File: src/rtl/susp_pkg.sv
package susp_pkg;
  localparam int ST_W = 4;
  typedef enum logic [ST_W-1:0] {
    ST_FULL_ON,
    ST_WAIT_GRANTS,
    ST_FLUSH,
    ST_DISCONNECT,
    ST_WAIT_NOT_READY,
    ST_SELF_REFRESH,
    ST_CLOCKS_GATED,
    ST_UNGATE,
    ST_SR_EXIT,
    ST_RECONNECT
  } susp_state_e;
endpackage

File: src/rtl/susp_rst_sync.sv
module susp_rst_sync #(
  parameter int STAGES = 2
) (
  input  logic clk,
  input  logic rst_n,
  output logic rst_sync_n
);
  logic [STAGES-1:0] sh_q;

  always_ff @(posedge clk or negedge rst_n) begin
    if (!rst_n) sh_q <= '0;
    else        sh_q <= {sh_q[STAGES-2:0], 1'b1};
  end

  assign rst_sync_n = sh_q[STAGES-1];
endmodule

File: src/rtl/susp_grant_latch.sv
module susp_grant_latch #(
  parameter int NUM_CPU = 2
) (
  input  logic               clk,
  input  logic               rst_n,
  input  logic               arm,
  input  logic               clr,
  input  logic [NUM_CPU-1:0] grant_evt,
  output logic               all_seen
);
  logic [NUM_CPU-1:0] flag_q;

  for (genvar i = 0; i < NUM_CPU; i++) begin : g_cpu
    logic set_en;
    assign set_en = arm && grant_evt[i];

    always_ff @(posedge clk or negedge rst_n) begin
      if (!rst_n)      flag_q[i] <= 1'b0;
      else if (clr)    flag_q[i] <= 1'b0;
      else if (set_en) flag_q[i] <= 1'b1;
    end

    // a recorded Stop Grant persists until the block returns to full-on
    a_r2_flag_sticky: assert property (@(posedge clk) disable iff (!rst_n)
      (flag_q[i] && !clr) |=> flag_q[i]);
  end

  assign all_seen = &flag_q;
endmodule

File: src/rtl/susp_clk_gate.sv
module susp_clk_gate #(
  parameter int                   NUM_TREES  = 4,
  parameter logic [NUM_TREES-1:0] GATED_MASK = 4'b1110
) (
  input  logic                 gate,
  output logic [NUM_TREES-1:0] tree_en
);
  for (genvar t = 0; t < NUM_TREES; t++) begin : g_tree
    if (GATED_MASK[t]) begin : g_gated
      assign tree_en[t] = ~gate;
    end else begin : g_kept
      assign tree_en[t] = 1'b1;
    end
  end
endmodule

File: src/rtl/susp_fsm.sv
module susp_fsm
  import susp_pkg::*;
#(
  parameter int NUM_CPU = 2
) (
  input  logic               clk,
  input  logic               rst_n,
  input  logic               stpclk_req,
  input  logic               all_granted,
  input  logic [NUM_CPU-1:0] busy_cycle,
  input  logic               queues_empty,
  input  logic               probe_busy,
  input  logic [NUM_CPU-1:0] cpu_ready,
  input  logic               clk_stop_req,
  input  logic               sr_ack,
  output logic               connect_all,
  output logic               flush_req,
  output logic               sr_req,
  output logic               gate_trees,
  output logic               arm,
  output logic               clr
);
  susp_state_e st_q, st_d;
  logic        st_en;
  logic        any_busy, none_ready, all_ready, trees_on;

  assign any_busy   = |busy_cycle;
  assign none_ready = (cpu_ready == '0);
  assign all_ready  = &cpu_ready;

  always_comb begin
    st_d = st_q;
    unique case (st_q)
      ST_FULL_ON:        if (stpclk_req) st_d = ST_WAIT_GRANTS;
      ST_WAIT_GRANTS:    if (any_busy) st_d = ST_FULL_ON;
                         else if (all_granted) st_d = ST_FLUSH;
      ST_FLUSH:          if (any_busy) st_d = ST_FULL_ON;
                         else if (queues_empty) st_d = ST_DISCONNECT;
      ST_DISCONNECT:     if (any_busy) st_d = ST_FULL_ON;
                         else if (!probe_busy) st_d = ST_WAIT_NOT_READY;
      ST_WAIT_NOT_READY: if (none_ready) st_d = ST_SELF_REFRESH;
      ST_SELF_REFRESH:   if (sr_ack && clk_stop_req) st_d = ST_CLOCKS_GATED;
      ST_CLOCKS_GATED:   if (!clk_stop_req) st_d = ST_UNGATE;
      ST_UNGATE:         st_d = ST_SR_EXIT;
      ST_SR_EXIT:        if (!sr_ack) st_d = ST_RECONNECT;
      ST_RECONNECT:      if (all_ready) st_d = ST_FULL_ON;
      default:           st_d = ST_FULL_ON;
    endcase
  end

  assign st_en = (st_d != st_q);

  always_ff @(posedge clk or negedge rst_n) begin
    if (!rst_n)     st_q <= ST_FULL_ON;
    else if (st_en) st_q <= st_d;
  end

  assign connect_all = (st_q == ST_FULL_ON) || (st_q == ST_WAIT_GRANTS) ||
                       (st_q == ST_FLUSH) || (st_q == ST_DISCONNECT) ||
                       (st_q == ST_RECONNECT);
  assign flush_req   = (st_q == ST_FLUSH);
  assign sr_req      = (st_q == ST_SELF_REFRESH) || (st_q == ST_CLOCKS_GATED) ||
                       (st_q == ST_UNGATE);
  assign gate_trees  = (st_q == ST_CLOCKS_GATED);
  assign trees_on    = ~gate_trees;
  assign arm         = stpclk_req || (st_q != ST_FULL_ON);
  assign clr         = (st_d == ST_FULL_ON) && (st_q != ST_FULL_ON);

  // the flush starts only after both grants are on record
  a_r2_flush_after_grants: assert property (@(posedge clk) disable iff (!rst_n)
    $rose(flush_req) |-> $past(all_granted));

  // a live probe keeps the processors connected
  a_r4_probe_holds_connect: assert property (@(posedge clk) disable iff (!rst_n)
    (st_q == ST_DISCONNECT && probe_busy && !any_busy) |=> connect_all);

  // self-refresh is requested only once no processor is ready
  a_r5_sr_after_not_ready: assert property (@(posedge clk) disable iff (!rst_n)
    $rose(sr_req) |-> $past(none_ready));

  // a bus cycle during entry cancels it
  a_r6_busy_aborts: assert property (@(posedge clk) disable iff (!rst_n)
    ((st_q == ST_WAIT_GRANTS || st_q == ST_FLUSH || st_q == ST_DISCONNECT) && any_busy)
      |=> (st_q == ST_FULL_ON));

  // gating follows the self-refresh acknowledge and clock-stop
  a_r7_gate_after_ack: assert property (@(posedge clk) disable iff (!rst_n)
    $fell(trees_on) |-> $past(sr_ack && clk_stop_req));

  // the clocks return while DRAM is still in self-refresh
  a_r8_ungate_before_sr_exit: assert property (@(posedge clk) disable iff (!rst_n)
    $rose(trees_on) |-> sr_req);

  // reconnect follows the release of the acknowledge
  a_r8_reconnect_after_ack: assert property (@(posedge clk) disable iff (!rst_n)
    $rose(connect_all) |-> $past(!sr_ack));
endmodule

File: src/rtl/suspend_seq.sv
module suspend_seq #(
  parameter int                   NUM_CPU    = 2,
  parameter int                   NUM_TREES  = 4,
  parameter logic [NUM_TREES-1:0] GATED_MASK = 4'b1110,
  parameter int                   RST_STAGES = 2
) (
  input  logic                 clk,
  input  logic                 rst_n,
  input  logic                 stpclk_req,
  input  logic [NUM_CPU-1:0]   grant_evt,
  input  logic [NUM_CPU-1:0]   busy_cycle,
  input  logic                 queues_empty,
  input  logic                 probe_busy,
  input  logic [NUM_CPU-1:0]   cpu_ready,
  input  logic                 clk_stop_req,
  input  logic                 sr_ack,
  output logic [NUM_CPU-1:0]   cpu_connect,
  output logic                 flush_req,
  output logic                 sr_req,
  output logic [NUM_TREES-1:0] tree_en
);
  logic rst_sync_n;
  logic all_granted, connect_all, gate_trees, arm, clr;

  susp_rst_sync #(.STAGES(RST_STAGES)) u_rst (
    .clk(clk), .rst_n(rst_n), .rst_sync_n(rst_sync_n)
  );

  susp_grant_latch #(.NUM_CPU(NUM_CPU)) u_grants (
    .clk(clk), .rst_n(rst_sync_n), .arm(arm), .clr(clr),
    .grant_evt(grant_evt), .all_seen(all_granted)
  );

  susp_fsm #(.NUM_CPU(NUM_CPU)) u_fsm (
    .clk(clk), .rst_n(rst_sync_n), .stpclk_req(stpclk_req),
    .all_granted(all_granted), .busy_cycle(busy_cycle),
    .queues_empty(queues_empty), .probe_busy(probe_busy),
    .cpu_ready(cpu_ready), .clk_stop_req(clk_stop_req), .sr_ack(sr_ack),
    .connect_all(connect_all), .flush_req(flush_req), .sr_req(sr_req),
    .gate_trees(gate_trees), .arm(arm), .clr(clr)
  );

  susp_clk_gate #(.NUM_TREES(NUM_TREES), .GATED_MASK(GATED_MASK)) u_gate (
    .gate(gate_trees), .tree_en(tree_en)
  );

  assign cpu_connect = {NUM_CPU{connect_all}};
endmodule

File: config.mk
export PLATFORM = sky130hd
export DESIGN_NAME = suspend_seq
export DESIGN_NICKNAME = d
export VERILOG_FILES = /design/src/rtl/susp_pkg.sv /design/src/rtl/susp_rst_sync.sv /design/src/rtl/susp_grant_latch.sv /design/src/rtl/susp_clk_gate.sv /design/src/rtl/susp_fsm.sv /design/src/rtl/suspend_seq.sv
export SDC_FILE = /design/constraint.sdc
export NUM_CORES = 1
export LEC_CHECK = 0
export BUFFER_PORTS_ARGS = -buffer_cell sky130_fd_sc_hd__buf_4
export CAP_MARGIN = 25
export CORE_AREA = 3 3 40 42
export DETAILED_ROUTE_END_ITERATION = 7
export DIE_AREA = 0 0 43 45
export PLACE_DENSITY = 0.8
export SYNTH_ARGS = -nofsm -noshare
export SYNTH_HDL_FRONTEND = slang
export SYNTH_SLANG_ARGS = --single-unit
File: constraint.sdc
create_clock -name clk -period 3.1 [get_ports clk]
set_input_delay 0.155 -clock clk [delete_from_list [all_inputs] [get_ports clk]]
set_output_delay 0.155 -clock clk [all_outputs]
set_load 0.02 [all_outputs]
### Word-level counts from Yosys, hierarchy flattened

Cells that the tools add are included.

* eq/ne operators: 10
* mux-type cells: 17
* bitwise operators: 1
* reductions and logical operators: 20

Operators with widths (number)
* 4-bit two-way mux: 12
* 4-bit one-hot mux with 10 select lines: 1
* 4-bit by 3-bit equality test with 1-bit output (second input constant): 4
* 4-bit by 2-bit equality test with 1-bit output (second input constant): 2
* 4-bit equality test (second input constant): 2
* 4-bit zero test: 2
* 1-bit logical OR: 7
* 4-bit by 1-bit equality test with 1-bit output (second input constant): 1
* 1-bit logical AND: 4
* 1-bit two-way mux: 4
* 4-bit inequality test: 1
* 2-bit AND reduction: 2
* 2-bit nonzero test: 2
* 4-bit nonzero test: 1
* 2-bit zero test: 1
* 2-bit OR reduction: 1
* 1-bit NOT: 1

* bits in registers: 8
* bits of input ports: 13
* output and inout bits: 8

### Logic depth before layout (Yosys ltp)

* word-level depth: 7
* depth in mapped cells: 5

### By module

From an unflattened synthesis, not the netlist that was laid out.

* cell total of the unflattened synthesis: 62
* area total of the unflattened synthesis: 584.3 sq um

Modules (own cells, without submodules)
* susp_fsm: instances 1, cells an instance 45, area an instance 411.6 sq um, sequential area each 100.1 sq um
* susp_grant_latch: instances 1, cells an instance 7, area an instance 73.8 sq um, sequential area each 50.0 sq um
* susp_rst_sync: instances 1, cells an instance 3, area an instance 53.8 sq um, sequential area each 50.0 sq um
* susp_clk_gate: instances 1, cells an instance 5, area an instance 30.0 sq um, sequential area each 0.0 sq um
* suspend_seq: instances 1, cells an instance 2, area an instance 15.0 sq um, sequential area each 0.0 sq um

### Least setup slack after synthesis

No wires, ideal clock.

* path type: reg2out
* from: register u_fsm.st_q[1]
* to: output port flush_req
* data arrival time: 1.373 ns
* path slack: 1.572 ns
* cell stages (with the launch flop): 4
* cell sequence: dfrtp_1 > clkbuf_1 > nor2b_1 > nor3b_1

* cells in the longest elaborated chain, start to end: 1

Ends and longest elaborated chain
* start, declared: line susp_fsm.sv:23 `susp_state_e st_q, st_d;`
* start signal, assigned: line susp_fsm.sv:55 `else if (st_en) st_q <= st_d;`
* 4-bit by 2-bit equality test with 1-bit output: line susp_fsm.sv:61 `assign flush_req = (st_q == ST_FLUSH);`
* end, declared: line suspend_seq.sv:18 `output logic flush_req,`

No other way between the ends.

### Worst setup path in the final report

* from: register u_fsm.st_q[0]
* to: output port cpu_connect[1]

* cells in the longest elaborated chain, start to end: 5
* elaborated cells between the ends (all ways): 9
* classes of those cells: 4 x eq/ne; 5 x reduce/logical

Ends and longest elaborated chain
* 4-bit by 1-bit equality test with 1-bit output / 4-bit zero test (equally long branches): line susp_fsm.sv:58 `assign connect_all = (st_q == ST_FULL_ON) || (st_q == ST_WAIT_GRANTS) ||`
* 1-bit logical OR (2 in series): line susp_fsm.sv:58
* 1-bit logical OR: line susp_fsm.sv:59 `(st_q == ST_FLUSH) || (st_q == ST_DISCONNECT) ||`
* 1-bit logical OR (*): line susp_fsm.sv:59
* end, declared: line suspend_seq.sv:17 `output logic [NUM_CPU-1:0] cpu_connect,`

Mark *: on every way between the ends. The rest lies on a longest branch, timed or not.

==> metrics.json <==
{
  "status": {
    "outcome": "complete, no violations"
  },
  "yosys": {
    "postSynthAreaPerCell_um2": 8.639,
    "synth_edf_count": 0,
    "async_flop_share": 1.000,
    "postSynthRegisterBits": 8,
    "yosys.area.top_type_share": 0.3678,
    "synth_ff_type": "sky130_fd_sc_hd__dfrtp_1",
    "synthTopCellsByCount": "sky130_fd_sc_hd__dfrtp_1, sky130_fd_sc_hd__nand2_1, sky130_fd_sc_hd__a21oi_1",
    "yosysSeqAreaShare": 0.3678,
    "synth_area_leader_cell": "sky130_fd_sc_hd__dfrtp_1",
    "yosysWarningCount": 0,
    "synth_cells": 63,
    "yosys-top-cells-area": "sky130_fd_sc_hd__dfrtp_1, sky130_fd_sc_hd__buf_4, sky130_fd_sc_hd__a21oi_1, sky130_fd_sc_hd__nand2_1, sky130_fd_sc_hd__nand2b_1",
    "synth_area_um2": 544.3,
    "post_synth_num_cell_types": 34
  },
  "pwr": {
    "power.static_leakage_uw": 0.0002983,
    "power_frac_comb": 0.365,
    "share_clk_of_total_power": 0.201,
    "intPower_uw": 243.7,
    "switching_share": 0.3731,
    "share_seq_of_total_power": 0.434,
    "vdd_drop_max_uv": 315.9,
    "p_per_area_nw_per_um2": 571.1,
    "netSwitchingPower_uw": 145.0
  },
  "placed_design": {
    "place.detailed.hpwl_um": 962.5,
    "placed_cells_incl_taps": 89,
    "finalWeightedCongestion": 0.9213,
    "io_buffer_count": 19,
    "detailed_place.area_um2": 648.1
  },
  "floorplanning": {
    "core_area_um2": 1285,
    "pin_count": 21,
    "die_width_um": 43,
    "fp.dieArea_um2": 1935,
    "std_cell_rows": 13,
    "initial_core_util": 0.4236,
    "dieHeight_um": 45
  },
  "hold_path": {
    "min-delay-path-class": "flop to async pin"
  },
  "clock_network": {
    "ctsRootBufferMaster": "sky130_fd_sc_hd__clkbuf_4",
    "clock_sink_count": 8,
    "cts_resized": 0,
    "tritoncts": "built",
    "worstSkewPairLatency_ps": 260,
    "h_tree_depth": 1,
    "cts-root-to-sink-buffers": 2,
    "cts.clk_slew.worst_paths_ps": 50,
    "tritoncts.num_buffers": 3
  },
  "cells_and_area": {
    "post_route_standard_cell_area_excluding_fillers_um2": 680.7,
    "net_total_in_the_final_layout": 93,
    "final-instance-count-excl-fill": 93,
    "final_layout_size_suffix_gt1_frac": 0.3077,
    "final_core_util": 0.5297,
    "syn2layout_area_growth_pct": 25.06,
    "insertedDiodeCount": 0
  },
  "worst_setup_path": {
    "crit_buf_inv": 2,
    "crit_chain": "nor2b_1 -> inv_1 -> a21oi_1 -> buf_4",
    "startpoint_kind_of_the_worst_setup_timing_path": "flop",
    "cp_top_family": "flip-flops",
    "endpoint_kind": "output pin",
    "worstSetupPathType": "flop to output pin",
    "worst_ep_arrival_ps": 1500,
    "timing.critical_path.required_ps": 2940,
    "crit_path_max_fanout": 11,
    "largest_stage_delay_worst_path_ps": 510,
    "slowest_stage": "sky130_fd_sc_hd__dfrtp_1"
  },
  "global_route": {
    "grt_pass1_wl_um": 2070,
    "grtUsageTotal": 0.1419,
    "overflow": 0,
    "grt_pass1_vias": 495,
    "grt_antenna_before_repair": 0,
    "grt_start_max_net_pins": 12
  },
  "timing": {
    "max_freq_mhz": 604.8,
    "finalHoldViolations": 0,
    "rsz0062_at_grt": "false",
    "final.setup.tns_ps": 0,
    "timing.final.setup_violations": 0,
    "finalMaxSlewViolations": 0,
    "finalWorstPathRequiredPeriod_ps": 1654,
    "final.setup_skew_ps": 8.676,
    "final_worst_path_period_share": 0.5334
  },
  "drt": {
    "routed_via_density": 5.624,
    "detailedRoute.firstIterationViolations": 14,
    "drt_pass1_iterations": 4,
    "drc_errors": 0,
    "num_vias": 523,
    "wl_um": 1194,
    "final_ant_viol_nets": 0,
    "average_wire_per_standard_cell_um": 12.84
  },
  "flow_run": {
    "cap_viol_max_count": 0
  }
}
==> layout by cell type (no fill, tap or decap), drive strengths merged <==
cell type,Yosys,final
a31oi,2,2
nor3b,1,1
nor2b,2,2
buf,7,19
o22ai,1,1
a32oi,1,1
o211ai,1,1
a21o,1,1
nor2,1,1
and2b,1,1
inv,1,1
dlygate4sd3,0,1
or3,1,1
o21ai,1,1
o221ai,1,1
or2b,1,1
a21bo,1,1
or2,1,1
and2,1,1
o311a,1,1
or4,2,2
a21oi,7,7
nand2,8,8
dfrtp,8,8
o311ai,1,1
clkbuf,2,3
a2bb2oi,1,1
nand2b,3,3
nand4b,1,1
o31ai,1,1
nor3,1,1
conb,1,2
==> metal layers <==
| metal | vias up | wire (µm) | GRT usage | share of wire |
|---|---|---|---|---|
| li1 | 251 | - | - | - |
| met1 | 244 | 505 | 0.1679 | 0.42 |
| met2 | 26 | 578 | 0.2395 | 0.48 |
| met3 | 2 | 92 | 0.04382 | 0.077 |
| met4 | 0 | 17 | 0.06024 | 0.014 |
| met5 | - | 0 | 0 | 0 |
==> metrics by stage <==
stage | hold slack, ps | power (µW) | setup slack (ps)
2_1_floorplan | -140.6 | 272.8 | 1572
5_1_grt | 85.27 | 422.1 | 1328
6_report | 88.93 | 388.7 | 1446
3_5_place_dp | -61.42 | 309.5 | 1550
4_1_cts | 91.17 | 388.7 | 1446
3_3_place_gp | -62.68 | 306.3 | 1568
==> sequential cells by signal (all words and copies together) (netlist names) <==
| register | cells |
|---|---|
| u_rst.sh_q | 2 |
| u_grants.flag_q | 2 |
| u_fsm.st_q | 4 |
==> timing repair <==
action | 4_1_cts | 5_1_grt
setup buffers | 0 | 0
endpoints found under the setup margin | 0 | 0
hold buffers | 1 | 0
endpoints found under the hold margin | 2 | 0
==> cells by family (layout without fill, tap and decap cells) <==
family | count (synthesis) | count (layout) | synth area share
compound gates | 20 | 20 | 0.2506
buf+inv | 10 | 24 | 0.1195
flops | 8 | 8 | 0.3678
other cells | 1 | 2 | 0.006890
simple gates | 24 | 24 | 0.2552
==> worst paths after layout <==
check / slack, ps / from / end / depth (start not counted)
worst max-delay path: 1450 / u_fsm.st_q[0] / cpu_connect[1] / 4
worst min-delay path: 90 / u_rst.sh_q[1] / u_fsm.st_q[3] / 0
worst max register to register: 1530 / u_fsm.st_q[0] / u_grants.flag_q[1] / 4
worst min register to register: 90 / u_rst.sh_q[1] / u_fsm.st_q[3] / 0
max in group asynchronous: 2800 / u_rst.sh_q[1] / u_fsm.st_q[0] / 0
min in group clk: 90 / probe_busy / u_fsm.st_q[2] / 2
==> final cells by class <==
cell class	count	area, µm²
tap	15	18.77
timing repair buffer	20	152.6
multi-input combinational	46	282.8
inverter	1	3.754
clock buffer	3	22.52
fill	125	604.3
sequential	8	200.2
==> power by group through the flow <==
stage / clock network [µW] / registers [µW] / logic, µW
floorplan: 0 / 144 / 129
global placement: 0 / 167 / 140
detailed placement: 0 / 169 / 141
CTS: 79.7 / 167 / 142
global route: 88.1 / 175 / 159
finish: 78.1 / 169 / 142
Note: power is estimated with default switching activity, not from simulation.
